$ cat src/rtl/acc_fmt_pkg.sv
package acc_fmt_pkg;
  typedef enum logic [1:0] {
    SCL_NONE = 2'b00,
    SCL_DOWN = 2'b01,
    SCL_UP   = 2'b10,
    SCL_RSVD = 2'b11
  } scale_e;

  typedef enum logic [2:0] {
    SRC_FULL1 = 3'd0,
    SRC_FULL2 = 3'd1,
    SRC_HI    = 3'd2,
    SRC_LO    = 3'd3,
    SRC_EXT   = 3'd4
  } rd_src_e;

  typedef enum logic [1:0] {
    DST_FULL = 2'd0,
    DST_HI   = 2'd1,
    DST_LO   = 2'd2,
    DST_EXT  = 2'd3
  } wr_dst_e;
endpackage

$ cat src/rtl/acc_scaler.sv
module acc_scaler
  import acc_fmt_pkg::*;
#(
  parameter int EXT_W  = 8,
  parameter int WORD_W = 24
) (
  input  logic [EXT_W+2*WORD_W-1:0] acc_i,
  input  logic [1:0]                scale_i,
  output logic [EXT_W+2*WORD_W-1:0] shifted_o,
  output logic                      int_used_o
);
  localparam int ACC_W = EXT_W + 2*WORD_W;
  localparam int DBL_W = 2*WORD_W;
  localparam int INT_W = ACC_W - DBL_W + 1;

  logic sign;
  assign sign = acc_i[ACC_W-1];

  always_comb begin
    unique case (scale_e'(scale_i))
      SCL_DOWN: shifted_o = {sign, acc_i[ACC_W-1:1]};
      SCL_UP:   shifted_o = {acc_i[ACC_W-2:0], 1'b0};
      default:  shifted_o = acc_i;
    endcase
  end

  // integer field compared against the pre-shift sign
  assign int_used_o = |(shifted_o[ACC_W-1:DBL_W-1] ^ {INT_W{sign}});
endmodule

$ cat src/rtl/acc_limiter.sv
module acc_limiter
  import acc_fmt_pkg::*;
#(
  parameter int EXT_W  = 8,
  parameter int WORD_W = 24
) (
  input  logic [EXT_W+2*WORD_W-1:0] acc_i,
  input  logic [EXT_W+2*WORD_W-1:0] shifted_i,
  input  logic                      int_used_i,
  input  logic [2:0]                src_i,
  output logic [2*WORD_W-1:0]       data_o,
  output logic                      limit_o
);
  localparam int ACC_W = EXT_W + 2*WORD_W;
  localparam int DBL_W = 2*WORD_W;
  localparam logic [WORD_W-1:0] POS_1 = {1'b0, {(WORD_W-1){1'b1}}};
  localparam logic [WORD_W-1:0] NEG_1 = {1'b1, {(WORD_W-1){1'b0}}};
  localparam logic [DBL_W-1:0]  POS_2 = {1'b0, {(DBL_W-1){1'b1}}};
  localparam logic [DBL_W-1:0]  NEG_2 = {1'b1, {(DBL_W-1){1'b0}}};

  logic sign;
  assign sign = acc_i[ACC_W-1];

  always_comb begin
    data_o  = '0;
    limit_o = 1'b0;
    unique case (src_i)
      SRC_FULL1: begin
        limit_o = int_used_i;
        data_o[WORD_W-1:0] = int_used_i ? (sign ? NEG_1 : POS_1)
                                        : shifted_i[DBL_W-1:WORD_W];
      end
      SRC_FULL2: begin
        limit_o = int_used_i;
        data_o  = int_used_i ? (sign ? NEG_2 : POS_2) : shifted_i[DBL_W-1:0];
      end
      SRC_HI:  data_o[WORD_W-1:0] = acc_i[DBL_W-1:WORD_W];
      SRC_LO:  data_o[WORD_W-1:0] = acc_i[WORD_W-1:0];
      SRC_EXT: data_o[WORD_W-1:0] = {{(WORD_W-EXT_W){sign}}, acc_i[ACC_W-1:DBL_W]};
      default: ;
    endcase
  end
endmodule

$ cat src/rtl/acc_wr_formatter.sv
module acc_wr_formatter
  import acc_fmt_pkg::*;
#(
  parameter int EXT_W  = 8,
  parameter int WORD_W = 24
) (
  input  logic [1:0]                dst_i,
  input  logic [WORD_W-1:0]         data_i,
  output logic [EXT_W+2*WORD_W-1:0] acc_o,
  output logic [2:0]                en_o
);
  localparam int ACC_W = EXT_W + 2*WORD_W;
  localparam int DBL_W = 2*WORD_W;

  always_comb begin
    acc_o = '0;
    en_o  = '0;
    unique case (wr_dst_e'(dst_i))
      DST_FULL: begin
        acc_o = {{EXT_W{data_i[WORD_W-1]}}, data_i, {WORD_W{1'b0}}};
        en_o  = 3'b111;
      end
      DST_HI: begin
        acc_o[DBL_W-1:WORD_W] = data_i;
        en_o = 3'b010;
      end
      DST_LO: begin
        acc_o[WORD_W-1:0] = data_i;
        en_o = 3'b001;
      end
      default: begin
        acc_o[ACC_W-1:DBL_W] = data_i[EXT_W-1:0];
        en_o = 3'b100;
      end
    endcase
  end
endmodule

$ cat src/rtl/acc_move_fmt.sv
module acc_move_fmt
  import acc_fmt_pkg::*;
#(
  parameter int EXT_W  = 8,
  parameter int WORD_W = 24
) (
  input  logic                      clk_i,
  input  logic                      rst_ni,
  input  logic                      rd_valid_i,
  input  logic [2:0]                rd_src_i,
  input  logic [1:0]                scale_i,
  input  logic [EXT_W+2*WORD_W-1:0] acc_i,
  input  logic                      wr_valid_i,
  input  logic [1:0]                wr_dst_i,
  input  logic [WORD_W-1:0]         wr_data_i,
  output logic                      rd_valid_o,
  output logic [2*WORD_W-1:0]       rd_data_o,
  output logic                      rd_limit_o,
  output logic [2:0]                wr_en_o,
  output logic [EXT_W+2*WORD_W-1:0] wr_acc_o
);
  localparam int ACC_W = EXT_W + 2*WORD_W;
  localparam int DBL_W = 2*WORD_W;

  logic [ACC_W-1:0] shifted;
  logic             int_used;
  logic [DBL_W-1:0] rd_data_d;
  logic             rd_limit_d;
  logic [ACC_W-1:0] wr_acc_d;
  logic [2:0]       wr_en_d;

  acc_scaler #(.EXT_W(EXT_W), .WORD_W(WORD_W)) u_scaler (
    .acc_i      (acc_i),
    .scale_i    (scale_i),
    .shifted_o  (shifted),
    .int_used_o (int_used)
  );

  acc_limiter #(.EXT_W(EXT_W), .WORD_W(WORD_W)) u_limiter (
    .acc_i      (acc_i),
    .shifted_i  (shifted),
    .int_used_i (int_used),
    .src_i      (rd_src_i),
    .data_o     (rd_data_d),
    .limit_o    (rd_limit_d)
  );

  acc_wr_formatter #(.EXT_W(EXT_W), .WORD_W(WORD_W)) u_wr_fmt (
    .dst_i  (wr_dst_i),
    .data_i (wr_data_i),
    .acc_o  (wr_acc_d),
    .en_o   (wr_en_d)
  );

  always_ff @(posedge clk_i or negedge rst_ni) begin
    if (!rst_ni) begin
      rd_valid_o <= 1'b0;
      rd_data_o  <= '0;
      rd_limit_o <= 1'b0;
      wr_en_o    <= '0;
      wr_acc_o   <= '0;
    end else begin
      rd_valid_o <= rd_valid_i;
      rd_data_o  <= rd_valid_i ? rd_data_d : '0;
      rd_limit_o <= rd_valid_i & rd_limit_d;
      wr_en_o    <= wr_valid_i ? wr_en_d : '0;
      wr_acc_o   <= wr_valid_i ? wr_acc_d : '0;
    end
  end


  limit_needs_valid_chk: assert property (@(posedge clk_i) disable iff (!rst_ni)
    rd_limit_o |-> rd_valid_o);


  idle_read_zero_chk: assert property (@(posedge clk_i) disable iff (!rst_ni)
    !rd_valid_i |=> (!rd_valid_o && !rd_limit_o && rd_data_o == '0));


  part_no_limit_chk: assert property (@(posedge clk_i) disable iff (!rst_ni)
    (rd_valid_i && (rd_src_i == SRC_HI || rd_src_i == SRC_LO || rd_src_i == SRC_EXT))
      |=> !rd_limit_o);


  sat_one_word_chk: assert property (@(posedge clk_i) disable iff (!rst_ni)
    (rd_valid_i && rd_src_i == SRC_FULL1) |=>
      (!rd_limit_o || rd_data_o == {{WORD_W{1'b0}}, 1'b0, {(WORD_W-1){1'b1}}}
                   || rd_data_o == {{WORD_W{1'b0}}, 1'b1, {(WORD_W-1){1'b0}}}));


  full_write_fmt_chk: assert property (@(posedge clk_i) disable iff (!rst_ni)
    (wr_valid_i && wr_dst_i == DST_FULL) |=>
      (wr_acc_o[WORD_W-1:0] == '0 && wr_en_o == 3'b111 &&
       (wr_acc_o[ACC_W-1:DBL_W-1] == '0 || wr_acc_o[ACC_W-1:DBL_W-1] == '1)));


  part_write_onehot_chk: assert property (@(posedge clk_i) disable iff (!rst_ni)
    (wr_valid_i && wr_dst_i != DST_FULL) |=> $countones(wr_en_o) == 1);
endmodule

$ cat config.mk
export PLATFORM = sky130hd
export DESIGN_NAME = acc_move_fmt
export DESIGN_NICKNAME = d
export VERILOG_FILES = /design/src/rtl/acc_fmt_pkg.sv /design/src/rtl/acc_scaler.sv /design/src/rtl/acc_limiter.sv /design/src/rtl/acc_wr_formatter.sv /design/src/rtl/acc_move_fmt.sv
export SDC_FILE = /design/constraint.sdc
export NUM_CORES = 1
export LEC_CHECK = 0
export BUFFER_PORTS_ARGS = -buffer_cell sky130_fd_sc_hd__buf_2
export CAP_MARGIN = 30
export CORE_AREA = 10 10 115 117
export CTS_BUF_LIST = sky130_fd_sc_hd__clkbuf_8
export DETAILED_ROUTE_END_ITERATION = 10
export DIE_AREA = 0 0 125 127
export PLACE_DENSITY = 0.82
export RECOVER_POWER = 100
export SLEW_MARGIN = 20
export SYNTH_ARGS = -nofsm -noshare
export SYNTH_HDL_FRONTEND = slang
export SYNTH_SLANG_ARGS = --single-unit
export TNS_END_PERCENT = 5
$ cat constraint.sdc
create_clock -name clk_i -period 0.8 [get_ports clk_i]
set_input_delay 0.12 -clock clk_i [delete_from_list [all_inputs] [get_ports clk_i]]
set_output_delay 0.12 -clock clk_i [all_outputs]
set_load 0.005 [all_outputs]
-- Yosys cells after proc, flatten, opt, wreduce, memory -nomap -nowiden
Index checks and enable logic that the tools add are counted.
- flip-flop bits (word level): 109
- input bits: 91
- word-level logic and storage cells: 36
- eq/ne operators: 8
- muxes and demuxes: 15
- bitwise logic cells: 2
- reductions and logical operators: 6
- operators by type and width (cell ; count):
    two-way mux 48 bit ; 3
    two-way mux 24 bit ; 5
    case mux 24 bit (5 select lines) ; 1
    case mux 56 bit (2 select lines) ; 1
    two-way mux 56 bit ; 1
    case mux 8 bit (2 select lines) ; 1
    case mux 3 bit (3 select lines) ; 1
    OR reduction 9 bit ; 1
    XOR 9 bit ; 1
    == test 3 x 2 -> 1 bit, second input constant ; 2
    OR reduction 2 bit ; 3
    == test 2 x 1 -> 1 bit, second input constant ; 2
    == test 2 bit, second input constant ; 2
    == test 3 x 1 -> 1 bit, second input constant ; 1
    == test 3 bit, second input constant ; 1
    logical NOT 3 bit ; 1
    two-way mux 3 bit ; 1
    logical NOT 2 bit ; 1
    AND 1 bit ; 1
    two-way mux 1 bit ; 1

-- Logic depth before layout (Yosys ltp)
- depth in word-level cells: 7
- mapped depth: 13

-- Hierarchy
Synthesis repeated with hierarchy kept, for this count alone.
- cell total of the unflattened synthesis: 735
- area total of the unflattened synthesis: 6567.5 µm²
- by module, submodules not included (module ; times used ; cells an instance ; area each (µm²) ; sequential area each (µm²)):
    acc_move_fmt ; 1 ; 228 ; 3499.6 ; 2727.6
    acc_limiter ; 1 ; 217 ; 1330.0 ; 0.0
    acc_scaler ; 1 ; 210 ; 1178.6 ; 0.0
    acc_wr_formatter ; 1 ; 80 ; 559.3 ; 0.0

-- Worst setup path after synthesis
No wires, ideal clock.
- path kind: input port to flip-flop
- start: in scale_i[0]
- end: reg rd_data_o[14]
- setup time: 0.129 ns
- arrival: 1.999 ns
- data required time: 0.671 ns
- slack: -1.327 ns
- stages on the path: 12
- buffers on the path: 3
- cell sequence: inv_1 > ha_1 > buf_6 > inv_4 > buf_6 > o211ai_1 > a211oi_2 > nand3_2 > nand2_2 > buf_2 > a21boi_0 > a2111o_1
- cells in the longest elaborated chain, start to end: 7
- ends and longest elaborated chain (element ; RTL line ; source):
    from (decl) ; acc_move_fmt.sv:11 ; input logic [1:0] scale_i,
    == test 2 bit or == test 2 x 1 -> 1 bit (tied branches) ; acc_scaler.sv:20 ; unique case (scale_e'(scale_i))
    case mux 56 bit (2 select lines) (*) ; acc_scaler.sv:20 ;
    XOR 9 bit ; acc_scaler.sv:28 ; assign int_used_o = |(shifted_o[ACC_W-1:DBL_W-1] ^ {INT_W{sign}});
    OR reduction 9 bit ; acc_scaler.sv:28 ;
    two-way mux 48 bit or two-way mux 24 bit (tied branches) ; acc_limiter.sv:35, acc_limiter.sv:30 ;
    case mux 24 bit (5 select lines) (*) ; acc_limiter.sv:27 ; unique case (src_i)
    two-way mux 48 bit (*) ; acc_move_fmt.sv:64 ; rd_data_o <= rd_valid_i ? rd_data_d : '0;
    to (signal assigned) ; acc_move_fmt.sv:64 ;
    to (decl) ; acc_move_fmt.sv:17 ; output logic [2*WORD_W-1:0] rd_data_o,
Mark *: on every way between the ends. The rest lies on a longest branch, timed or not.

-- Worst setup path in the final report
- start: in scale_i[0]
- end: reg rd_data_o[17]
Same word-level chain as after synthesis.

==> metrics <==
CTS Buf Count 9; Peak VDD IR 0.000936 V; final worst path period share 2.34; kind of critical path input port to register; via count 6002; Peak Freq 535 MHz; CP max FO 8; Pins Over Slew Limit 0; post-DP HPWL 15000 um; H-tree Lvls 3; Startpoint Class input port; Die Ht 127 um; Clock Sinks 109; Via density 5.85; commonest non-fill, non-tap cell in the layout buf_2; Hold Path Origin wr_data_i[6]; core area 0.0111 mm^2; Post-Route WL 21000 um; Reg clk slew, reported paths 0.11 ns; Mapped Nets 686; number of diodes 0; CTS tree built; YS warnings 0; ANT nets after route 0; Static Leakage 4.40 nW; clock root cell clkbuf_8; 1st-pass router iterations 6; Critical Path RT 1.12 ns; Residual DRC 0; Finished Cell Area 0.00813 mm^2; Core Rows 39; share of cells above drive strength 1 0.400; Worst-Margin Slew 0.443 ns; Synth area leader dfrtp_1; Worst Hold Depth 3; Pwr Density 1530 mW/mm^2; Total GRT Usage 0.248; failing checks negative setup slack; Netlist cell types 48; fillers 764; PortBufs 199; accumulated negative setup slack -67.79 ns; Placed Instances 976; initial antenna violation count 0; Hold Crit Endpoint wr_acc_o[30]; Finished Layout Cells 1026; grt ovf 0; die width 125 um; met1 wire length 8520 um; status finished with violations; Initial Utilization 0.504; most frequent cells in the layout buf_2 (190), dfrtp_1 (109), buf_4 (87); Routed met3 length 2160 um; Mapped Cells 589; Final nets 975; average size of a mapped cell 9.51 um^2; worst-case clock buffer depth 2; Avg WL per Cell 20.5 um; mapped cell area 0.00560 mm^2; Min-Delay Path Class input port to register; Iteration-0 DRC Markers 858; synthesized flop and latch total 109; first-pass GRT wire length 32600 um; Final Hold Violating Endpoints 0; worst setup margin -1.07 ns; crit path from scale_i[0]; element type at the critical path end register; main area contributors after synthesis dfrtp_1 (49%), o21ai_0 (5.8%), nand2_1 (5.4%), mux2i_1 (4.3%), a22oi_1 (4.0%); Post-DP Area 0.00740 mm^2; RSZ-0062 raised after global routing true; largest net degree at the start of global routing 45; uppermost layer routed met4; CP arrival 2.19 ns; final core utilization 0.730; max cap viols 0; area grow syn2layout 45.0%; Met2 Wirelength 9920 um; Total Die Area 0.0159 mm^2; Setup violations, final 157; I/O Pins 200; Period minus WS final 1.87 ns; vias in the first global route 6030; area fraction of the dominant cell type after synthesis 0.487; gpl congestion 1.00; Worst slew margin 0.705; register area share after synthesis 0.487
==> flip-flops by register name (all words and copies together), names as in the netlist <==
name        cells
wr_acc_o       56
rd_data_o      48
wr_en_o         3
rd_limit_o      1
rd_valid_o      1
==> critical path, cell delays in order <==
cell and delay, ns:
buf_8 0.08, inv_4 0.03, ha_4 0.30, buf_6 0.13, a221o_1 0.12, o21ai_2 0.07, nor4_2 0.24, nand3_2 0.19
and2_4 0.21, nor3b_4 0.32, clkbuf_16 0.23, a2111o_1 0.15
==> metal layers <==
metal	up-vias	track usage
met1	2857	0.321
met2	386	0.409
li1	2711	-
met4	0	0.0576
met3	48	0.0662
met5	-	0
==> kinds of logic after synthesis <==
group,synth area share
and+or+nand+nor,0.145
buffers and inverters,0.0551
muxes,0.0429
xor gates and xnor gates,0.00156
adders and majority gates,0.0134
DFF,0.487
AOI/OAI and AO/OA,0.255
==> synthesized netlist by cell type, drive strengths merged <==
cell / count
clkbuf: 31
a21oi: 35
nor2b: 3
nand2: 82
o21ai: 69
o211ai: 2
dfrtp: 109
a32oi: 1
o21a: 1
nand4: 1
nor4: 1
mux2i: 24
inv: 14
a21o: 1
and2: 9
a22oi: 30
nor2: 36
o211a: 1
buf: 21
nor3: 1
and3: 27
o31ai: 1
nand3: 3
a211oi: 2
nand2b: 1
ha: 6
nor3b: 4
and4: 2
a2111o: 16
a31oi: 15
o32ai: 1
a21boi: 16
nand3b: 1
xnor2: 1
a221o: 20
or2: 1
==> timing repair <==
action,4_1_cts,5_1_grt
resized for setup,14,40
gates cloned,0,2
hold endpoints to repair,134,0
buffers inserted,2,9
pin swaps,11,23
setup endpoints to repair,157,159
hold buffers,21,0
==> metrics by stage <==
step | power [mW] | setup slack [ns] | hold slack (ns)
final | 12.4 | -1.07 | 0.0178
after global routing | 13.0 | -1.12 | 0.0107
after CTS | 12.3 | -1.00 | 0.0000376
after detailed placement | 8.48 | -1.55 | -0.0238
after global placement | 8.42 | -1.44 | -0.0282
after floorplan | 7.04 | -1.24 | -0.176
==> final cells by class <==
| type | instances | area, um^2 | share of cell area |
|---|---|---|---|
| clock inverters | 6 | 85.1 | 0.0105 |
| inverters | 14 | 57.6 | 0.00708 |
| multi-input cells | 414 | 2690 | 0.331 |
| clock buffers | 10 | 138 | 0.0169 |
| repair buffers | 330 | 2250 | 0.276 |
| well taps | 143 | 179 | 0.0220 |
| flip-flops and latches | 109 | 2730 | 0.336 |
==> how the worst max path moves through the flow <==
| stage | to | slack, ns | depth (start not counted) |
|---|---|---|---|
| floorplan | rd_data_o[13] | -1.24 | 11 |
| global placement | rd_data_o[18] | -1.44 | 11 |
| detailed placement | rd_data_o[18] | -1.55 | 10 |
| CTS | rd_data_o[14] | -1.00 | 11 |
| global route | rd_data_o[18] | -1.12 | 13 |
| finish | rd_data_o[17] | -1.07 | 12 |
==> where the power goes <==
group | total [mW] | internal [mW] | leakage [nW] | switching [mW]
clock network | 3.79 | 1.85 | 0.114 | 1.94
registers | 5.79 | 5.71 | 1.48 | 0.0769
logic | 2.85 | 1.29 | 2.80 | 1.56
No activity file was read; power rests on OpenSTA's default activity.
